File: config.mk
export PLATFORM = sky130hd
export DESIGN_NAME = tmr_timebase
export DESIGN_NICKNAME = d
export VERILOG_FILES = /design/src/rtl/tmr_pkg.sv /design/src/rtl/tmr_down_cnt.sv /design/src/rtl/tmr_up_cnt.sv /design/src/rtl/tmr_flag.sv /design/src/rtl/tmr_timebase.sv
export SDC_FILE = /design/constraint.sdc
export NUM_CORES = 1
export LEC_CHECK = 0
export BUFFER_PORTS_ARGS = -buffer_cell sky130_fd_sc_hd__buf_2
export CORE_MARGIN = 2
export CORE_UTILIZATION = 50
export DETAILED_ROUTE_END_ITERATION = 7
export PLACE_DENSITY = 0.82
export SYNTH_ARGS = -nofsm -noshare
export SYNTH_HDL_FRONTEND = slang
export SYNTH_HIERARCHICAL = 1
export SYNTH_SLANG_ARGS = --single-unit
File: constraint.sdc
create_clock -name clk_i -period 6.92 [get_ports clk_i]
set_clock_uncertainty 0.15 [all_clocks]
set_input_delay 0.692 -clock clk_i [delete_from_list [all_inputs] [get_ports clk_i]]
set_output_delay 0.692 -clock clk_i [all_outputs]
set_load 0.01 [all_outputs]
File: src/rtl/tmr_pkg.sv
package tmr_pkg;
  localparam int unsigned ITV_W  = 19;
  localparam int unsigned SUB_W  = 10;
  localparam int unsigned SEC_W  = 26;
  localparam int unsigned WORD_W = 64;
endpackage

File: src/rtl/tmr_down_cnt.sv
module tmr_down_cnt #(
  parameter int unsigned W = 19
) (
  input  logic         clk_i,
  input  logic         rst_ni,
  input  logic         tick_i,
  input  logic         ld_i,
  input  logic [W-1:0] ld_val_i,
  output logic [W-1:0] cnt_o,
  output logic         hit_o
);
  localparam logic [W-1:0] ONE = W'(1);

  logic [W-1:0] cnt_q;

  always_ff @(posedge clk_i or negedge rst_ni) begin
    if (!rst_ni)      cnt_q <= '0;
    else if (ld_i)    cnt_q <= ld_val_i;
    else if (tick_i)  cnt_q <= cnt_q - ONE;
  end

  // only a tick-driven transition into zero counts
  assign hit_o = tick_i && !ld_i && (cnt_q == ONE);
  assign cnt_o = cnt_q;

  assert_dec_R2: assert property (@(posedge clk_i) disable iff (!rst_ni)
    tick_i && !ld_i |=> cnt_q == $past(cnt_q) - ONE);
  assert_wrap_R3: assert property (@(posedge clk_i) disable iff (!rst_ni)
    tick_i && !ld_i && cnt_q == '0 |=> cnt_q == '1);
  assert_load_R6: assert property (@(posedge clk_i) disable iff (!rst_ni)
    ld_i |=> cnt_q == $past(ld_val_i));
  assert_hold_R11: assert property (@(posedge clk_i) disable iff (!rst_ni)
    !tick_i && !ld_i |=> $stable(cnt_q));
endmodule

File: src/rtl/tmr_up_cnt.sv
module tmr_up_cnt #(
  parameter int unsigned W = 10
) (
  input  logic         clk_i,
  input  logic         rst_ni,
  input  logic         inc_i,
  input  logic         ld_i,
  input  logic [W-1:0] ld_val_i,
  output logic [W-1:0] cnt_o,
  output logic         wrap_o
);
  logic [W-1:0] cnt_q;

  always_ff @(posedge clk_i or negedge rst_ni) begin
    if (!rst_ni)     cnt_q <= '0;
    else if (ld_i)   cnt_q <= ld_val_i;
    else if (inc_i)  cnt_q <= cnt_q + W'(1);
  end

  assign wrap_o = inc_i && !ld_i && (&cnt_q);
  assign cnt_o  = cnt_q;

  assert_inc_R7: assert property (@(posedge clk_i) disable iff (!rst_ni)
    inc_i && !ld_i |=> cnt_q == $past(cnt_q) + W'(1));
  assert_hold_R11: assert property (@(posedge clk_i) disable iff (!rst_ni)
    !inc_i && !ld_i |=> $stable(cnt_q));
endmodule

File: src/rtl/tmr_flag.sv
module tmr_flag (
  input  logic clk_i,
  input  logic rst_ni,
  input  logic set_i,
  input  logic clr_i,
  output logic flag_o
);
  logic flag_q;

  always_ff @(posedge clk_i or negedge rst_ni) begin
    if (!rst_ni)     flag_q <= 1'b0;
    else if (set_i)  flag_q <= 1'b1;  // set beats clear
    else if (clr_i)  flag_q <= 1'b0;
  end

  assign flag_o = flag_q;

  assert_set_R4: assert property (@(posedge clk_i) disable iff (!rst_ni)
    set_i |=> flag_q);
  assert_sticky_R5: assert property (@(posedge clk_i) disable iff (!rst_ni)
    flag_q && !clr_i |=> flag_q);
  assert_quiet_R5: assert property (@(posedge clk_i) disable iff (!rst_ni)
    !flag_q && !set_i |=> !flag_q);
endmodule

File: src/rtl/tmr_timebase.sv
module tmr_timebase
  import tmr_pkg::*;
#(
  parameter int unsigned IW = ITV_W,
  parameter int unsigned SW = SUB_W,
  parameter int unsigned CW = SEC_W
) (
  input  logic                clk_i,
  input  logic                rst_ni,
  input  logic                tick_i,
  input  logic                itv_ld_i,
  input  logic [IW-1:0]       itv_val_i,
  input  logic                clk_ld_i,
  input  logic [SW+CW-1:0]    clk_val_i,
  input  logic                flag_clr_i,
  output logic [WORD_W-1:0]   word_o,
  output logic                flag_o
);
  localparam int unsigned TW  = SW + CW;
  localparam int unsigned PAD = WORD_W - IW - TW;

  logic [IW-1:0] itv_cnt;
  logic          itv_hit;
  logic [SW-1:0] sub_cnt;
  logic [CW-1:0] sec_cnt;
  logic          sub_wrap;
  logic          sec_wrap;

  tmr_down_cnt #(.W(IW)) u_itv (
    .clk_i, .rst_ni,
    .tick_i   (tick_i),
    .ld_i     (itv_ld_i),
    .ld_val_i (itv_val_i),
    .cnt_o    (itv_cnt),
    .hit_o    (itv_hit)
  );

  tmr_up_cnt #(.W(SW)) u_sub (
    .clk_i, .rst_ni,
    .inc_i    (tick_i),
    .ld_i     (clk_ld_i),
    .ld_val_i (clk_val_i[TW-1:CW]),
    .cnt_o    (sub_cnt),
    .wrap_o   (sub_wrap)
  );

  tmr_up_cnt #(.W(CW)) u_sec (
    .clk_i, .rst_ni,
    .inc_i    (sub_wrap),
    .ld_i     (clk_ld_i),
    .ld_val_i (clk_val_i[CW-1:0]),
    .cnt_o    (sec_cnt),
    .wrap_o   (sec_wrap)
  );

  tmr_flag u_flag (
    .clk_i, .rst_ni,
    .set_i  (itv_hit),
    .clr_i  (flag_clr_i),
    .flag_o (flag_o)
  );

  assign word_o = {itv_cnt, {PAD{1'b0}}, sub_cnt, sec_cnt};

  assert_carry_R8: assert property (@(posedge clk_i) disable iff (!rst_ni)
    tick_i && !clk_ld_i && (&sub_cnt) |=> sub_cnt == '0 && sec_cnt == $past(sec_cnt) + CW'(1));
  assert_nocarry_R8: assert property (@(posedge clk_i) disable iff (!rst_ni)
    !clk_ld_i && !(tick_i && (&sub_cnt)) |=> $stable(sec_cnt));
  assert_rollover_R8: assert property (@(posedge clk_i) disable iff (!rst_ni)
    sec_wrap |=> sec_cnt == '0 && sub_cnt == '0);
  assert_clkld_R9: assert property (@(posedge clk_i) disable iff (!rst_ni)
    clk_ld_i |=> {sub_cnt, sec_cnt} == $past(clk_val_i));
  assert_ldnoflag_R6: assert property (@(posedge clk_i) disable iff (!rst_ni)
    itv_ld_i && !flag_o |=> !flag_o);
  assert_zeroflag_R4: assert property (@(posedge clk_i) disable iff (!rst_ni)
    $fell(|itv_cnt) && !$past(itv_ld_i) |-> flag_o);
endmodule

After elaboration in Yosys (flattened, before gate mapping):

Index checks and enable logic that the tools add are counted.

* muxes and demuxes: 8
* reduce and logical (&&, ||, !) cells: 11
* $add $sub $neg: 3
* equality and inequality tests: 1

Operators with widths (number)
* $mux 26: 2
* $mux 19: 2
* $add 26x1->26 const B: 1
* $mux 10: 2
* $eq 19x1->1 const B: 1
* $sub 19x1->19 const B: 1
* $add 10x1->10 const B: 1
* $reduce_and 10->1: 1
* $reduce_bool 2->1: 4
* $logic_and 1x1->1: 4
* $logic_not 1->1: 2
* $mux 1: 2

* input bits: 61
* register bits after elaboration: 56

Depth between registers and ports, before layout:

* depth after elaboration: 5
* gate-level depth with buffers: 8

By module:

The synthesis kept the hierarchy.

Modules (own cells, without submodules)
* tmr_up_cnt (u_sec): area an instance 1485.2 um^2, times used 1, cells an instance 171
* tmr_down_cnt: area an instance 1098.6 um^2, times used 1, cells an instance 121
* tmr_up_cnt (u_sub): area an instance 559.3 um^2, times used 1, cells an instance 61
* tmr_timebase: area an instance 71.3 um^2, times used 1, cells an instance 10
* tmr_flag: area an instance 36.3 um^2, times used 1, cells an instance 3

Least setup slack after synthesis:

OpenSTA, ideal clock, no wires.

* path type: input-to-reg
* start point: in tick_i
* end point: reg u_sec.cnt_q[19] (netlist: u_sec/cnt_o[19])
* setup time: 0.082 ns
* data required time: 6.688 ns
* path slack: 3.707 ns
* cell stages on the path: 8
* arrival: 2.981 ns
* cells stage by stage: buf_4 nand3_1 nor4_1 nand4_1 or4_1 clkbuf_1 or3_1 a31oi_1

* longest elaborated chain between the ends: 3

RTL lines
* start: declaration: RTL line tmr_timebase.sv:10 `input logic tick_i,`
* $logic_and 1x1->1 (2 in a row): RTL line tmr_up_cnt.sv:20 `assign wrap_o = inc_i && !ld_i && (&cnt_q);`
* net sub_wrap: RTL line tmr_timebase.sv:26 `logic sub_wrap;`
* $reduce_bool 2->1 (no source line)
* end signal: assignment: RTL line tmr_up_cnt.sv:16 `else if (ld_i) cnt_q <= ld_val_i;`
* end signal: assignment: RTL line tmr_up_cnt.sv:17 `else if (inc_i) cnt_q <= cnt_q + W'(1);`
* end: declaration: RTL line tmr_up_cnt.sv:12 `logic [W-1:0] cnt_q;`

The timed path passes the listed nets, and every way through them passes these cells.
A chain may end at the register's enable or synchronous reset.

Final worst setup path:

* start point: in clk_ld_i
* end point: reg u_sec.cnt_q[23] (netlist: u_sec/cnt_o[23])

* longest elaborated chain between the ends: 4
* elaborated cells between the ends (all ways): 5
* classes of those cells: mux (1); reduce/logical (4)

RTL lines
* start: declaration: RTL line tmr_timebase.sv:13 `input logic clk_ld_i,`
* $logic_not 1->1
* $logic_and 1x1->1 (2 in a row): RTL line tmr_up_cnt.sv:20
* net sub_wrap: RTL line tmr_timebase.sv:26
* $reduce_bool 2->1 (no source line)

The timed path passes the listed nets, and every way through them passes these cells.

==> impl_summary.log <==
[metrics] clock-pin slew reported for the worst setup and hold paths after clock tree synthesis: 0.09 ns
[metrics] Die X: between 80 and 90 um
[metrics] Critical Path Source Type: primary input
[metrics] clock tree from TritonCTS: done
[metrics] vias in the first global route: slightly below 3000
[metrics] worst-path cell chain: buf_2 -> clkinv_1 -> nand2_1 -> nor4_1 -> nand4_1 -> nor4_1 -> a31oi_1 -> o31a_1
[metrics] worst slew margin relative to its limit: 0.278
[metrics] maximum number of pins on one net before global-route repair: 57
[metrics] final worst hold slack: 0.333 ns
[metrics] Residual DRC: 0
[metrics] initial cell density of the core: 0.514
[metrics] Die H: 84.5 um
[metrics] number of cells on the worst reg-to-reg path: 7
[metrics] wire length of the first global-routing pass: 13900 um
[metrics] yosys warns: 6
[metrics] internal power: around 510 uW
[metrics] die footprint: 7150 sq um
[metrics] number of buffers created by CTS: 5
[metrics] number of DRC markers in iteration 0: 247
[metrics] count of nets after finishing: about 540
[metrics] fraction of power consumed by the clock network: 0.247
[metrics] count of H-tree levels built during CTS: 2
[metrics] Final Instance Area: 3920 sq um
[metrics] DP Area: 3830 sq um
[metrics] First-pass DRT Iterations: 5
[metrics] Hold WC Path Type: register to register
[metrics] number of top-level pins: 126
[metrics] total length of routed met3 wires: 490 um
[metrics] sequential group share of total power: 0.536
[metrics] mapped cell area: 3240 sq um
[metrics] Crit. End Element: register
[metrics] peak ir drop on the vdd network: between 0.09 and 0.1 mV
[metrics] final clock period utilization by the worst path: 0.557
[metrics] CP Max Fanout: 54
[metrics] gp weighted congestion: 0.899
[metrics] Required @ worst endpoint: 6.96 ns
[metrics] maximum achievable frequency: approximately 260 MHz
[metrics] final hold violations: 0
[metrics] Critical R2R Launch: u_sub/cnt_o[0]
[metrics] number of cells produced by synthesis: ~360
[metrics] logic gate share of total power: 0.217
[metrics] power density cells: 192 nW/um^2
[metrics] CTS Sinks: 56
[metrics] setup fix buffers added after clock tree synthesis: 0
[metrics] worst hold path startpoint: u_flag/flag_o
[metrics] final core utilization: 0.621
[metrics] Hold Buf Count CTS: 0
[metrics] final max-slew violation count: 0
[metrics] number of routed nets with antenna violations: 0
[metrics] Hold Path Sink: u_flag/flag_o
[metrics] total number of vias: 3187
[metrics] total global routing overflow: 0
[metrics] Syn-to-layout area delta: 20.9%
[metrics] endpoint of the lowest-slack register-to-register path: u_sec/cnt_o[23]
[metrics] worst path arrival time: 3.90 ns
[metrics] minimum setup slack among reg-to-reg paths: between 3 and 4 ns
[metrics] Switching Share: 0.320
[metrics] worst hold path cell count: 1
[metrics] met2 routed WL: 4140 um
[metrics] mean cell area of the mapped netlist: between 8 and 9 sq um
[metrics] Via density: 5.78
[metrics] Resized cells post-CTS: 0
[metrics] worst slack at placement: 2.80 ns
[metrics] min setup slack post-route: 3.06 ns
[metrics] share of final-layout standard cells stronger than drive strength 1: 0.285
[metrics] half-perimeter wire length after detailed placement: 6290 um
[metrics] max-capacitance violation count: 0
[metrics] total global-route track usage: 0.238
[metrics] worst-case clock buffer depth: 2
[metrics] slew of the pin with the lowest slew margin: approximately 1.1 ns
[metrics] Setup violations, final: 0
[metrics] cell with the biggest individual delay on the critical path: sky130_fd_sc_hd__nor4_1
[metrics] net switching power: 241 uW
[metrics] Met1 Wirelength: 3720 um
[metrics] status: completed
[metrics] unrepaired setup endpoints after global routing: no
[metrics] source-to-sink clock delay at the later pin of the worst-skew pair: 0.31 ns
[metrics] final wirelength: 8460 um
[metrics] classification of the worst setup path: primary input to register
[metrics] Crit path top cell by count: sky130_fd_sc_hd__nor4_1
[metrics] Tmin final: slightly below 4 ns
[metrics] ANT cells: 0
[metrics] Std-Cell Core Area: 6310 sq um
[metrics] number of cell rows: 29
[metrics] drt wl/cell: 15.4 um
[metrics] root buf cell: sky130_fd_sc_hd__clkbuf_8
[metrics] initial antenna violation count: 0
[metrics] Largest stage delay, worst path: 0.90 ns
[metrics] top sig layer: met4
[metrics] # port buffers: 116
[metrics] static leakage: 1.75 nW
[metrics] post-route setup TNS: 0 ns
sequential cells by signal, summed over array words and instances, names as in the netlist:
name           cells
u_flag/flag_o      1
u_sec/cnt_o       26
u_sub/cnt_o       10
u_itv/cnt_o       19
how the worst max path moves through the flow:
stage	cells past startpoint	to	from	slack [ns]
after global routing	8	u_sec/cnt_o[23]	clk_ld_i	2.70
after detailed placement	8	u_sec/cnt_o[23]	clk_ld_i	2.80
after CTS	8	u_sec/cnt_o[23]	clk_ld_i	3.11
final	8	u_sec/cnt_o[23]	clk_ld_i	3.06
after global placement	8	u_sec/cnt_o[23]	clk_ld_i	2.96
after floorplan	8	u_sec/cnt_o[19]	tick_i	3.71
worst max-delay path, delay by kind of cell:
kind,cells,cell delay (ns)
compound gates,2,0.50
buf+inv,2,0.63
simple gates,4,2.07
power groups by stage:
stage | clock [mW] | combinational, mW | sequential, mW
after floorplan | 0 | 0.0796 | 0.416
after global placement | 0 | 0.157 | 0.407
after detailed placement | 0 | 0.163 | 0.409
after CTS | 0.190 | 0.163 | 0.403
after global routing | 0.205 | 0.183 | 0.410
final | 0.186 | 0.163 | 0.404
stage by stage:
stage                     total power [mW]  std cells
after detailed placement             0.572        543
after floorplan                      0.495        372
after global placement               0.564        543
after CTS                            0.757        551
after global routing                 0.798        551
final                                0.753        551
final cells by class:
cell class,count,area [sq um]
Fill cell,590,2390
Tap cell,77,96.3
Inverter,11,41.3
Timing Repair Buffer,117,588
Sequential cell,56,1400
Clock buffer,8,90.1
Multi-Input combinational cell,282,1710
placed cells by master, fill, tap and decap left out, drive strengths merged, types with 17 or more instances in the layout:
| cell | count |
|---|---|
| nand2 | 51 |
| nand3 | 22 |
| dfrtp | 56 |
| nor2 | 23 |
| buf | 117 |
| a31oi | 17 |
| o21ai | 37 |
metal layers:
layer / track usage / vias up
li1: - / 1525
met1: 0.327 / 1540
met2: 0.383 / 112
met3: 0.0433 / 10
met4: 0.0750 / 0
met5: 0 / -
Note: power is estimated with default switching activity, not from simulation.
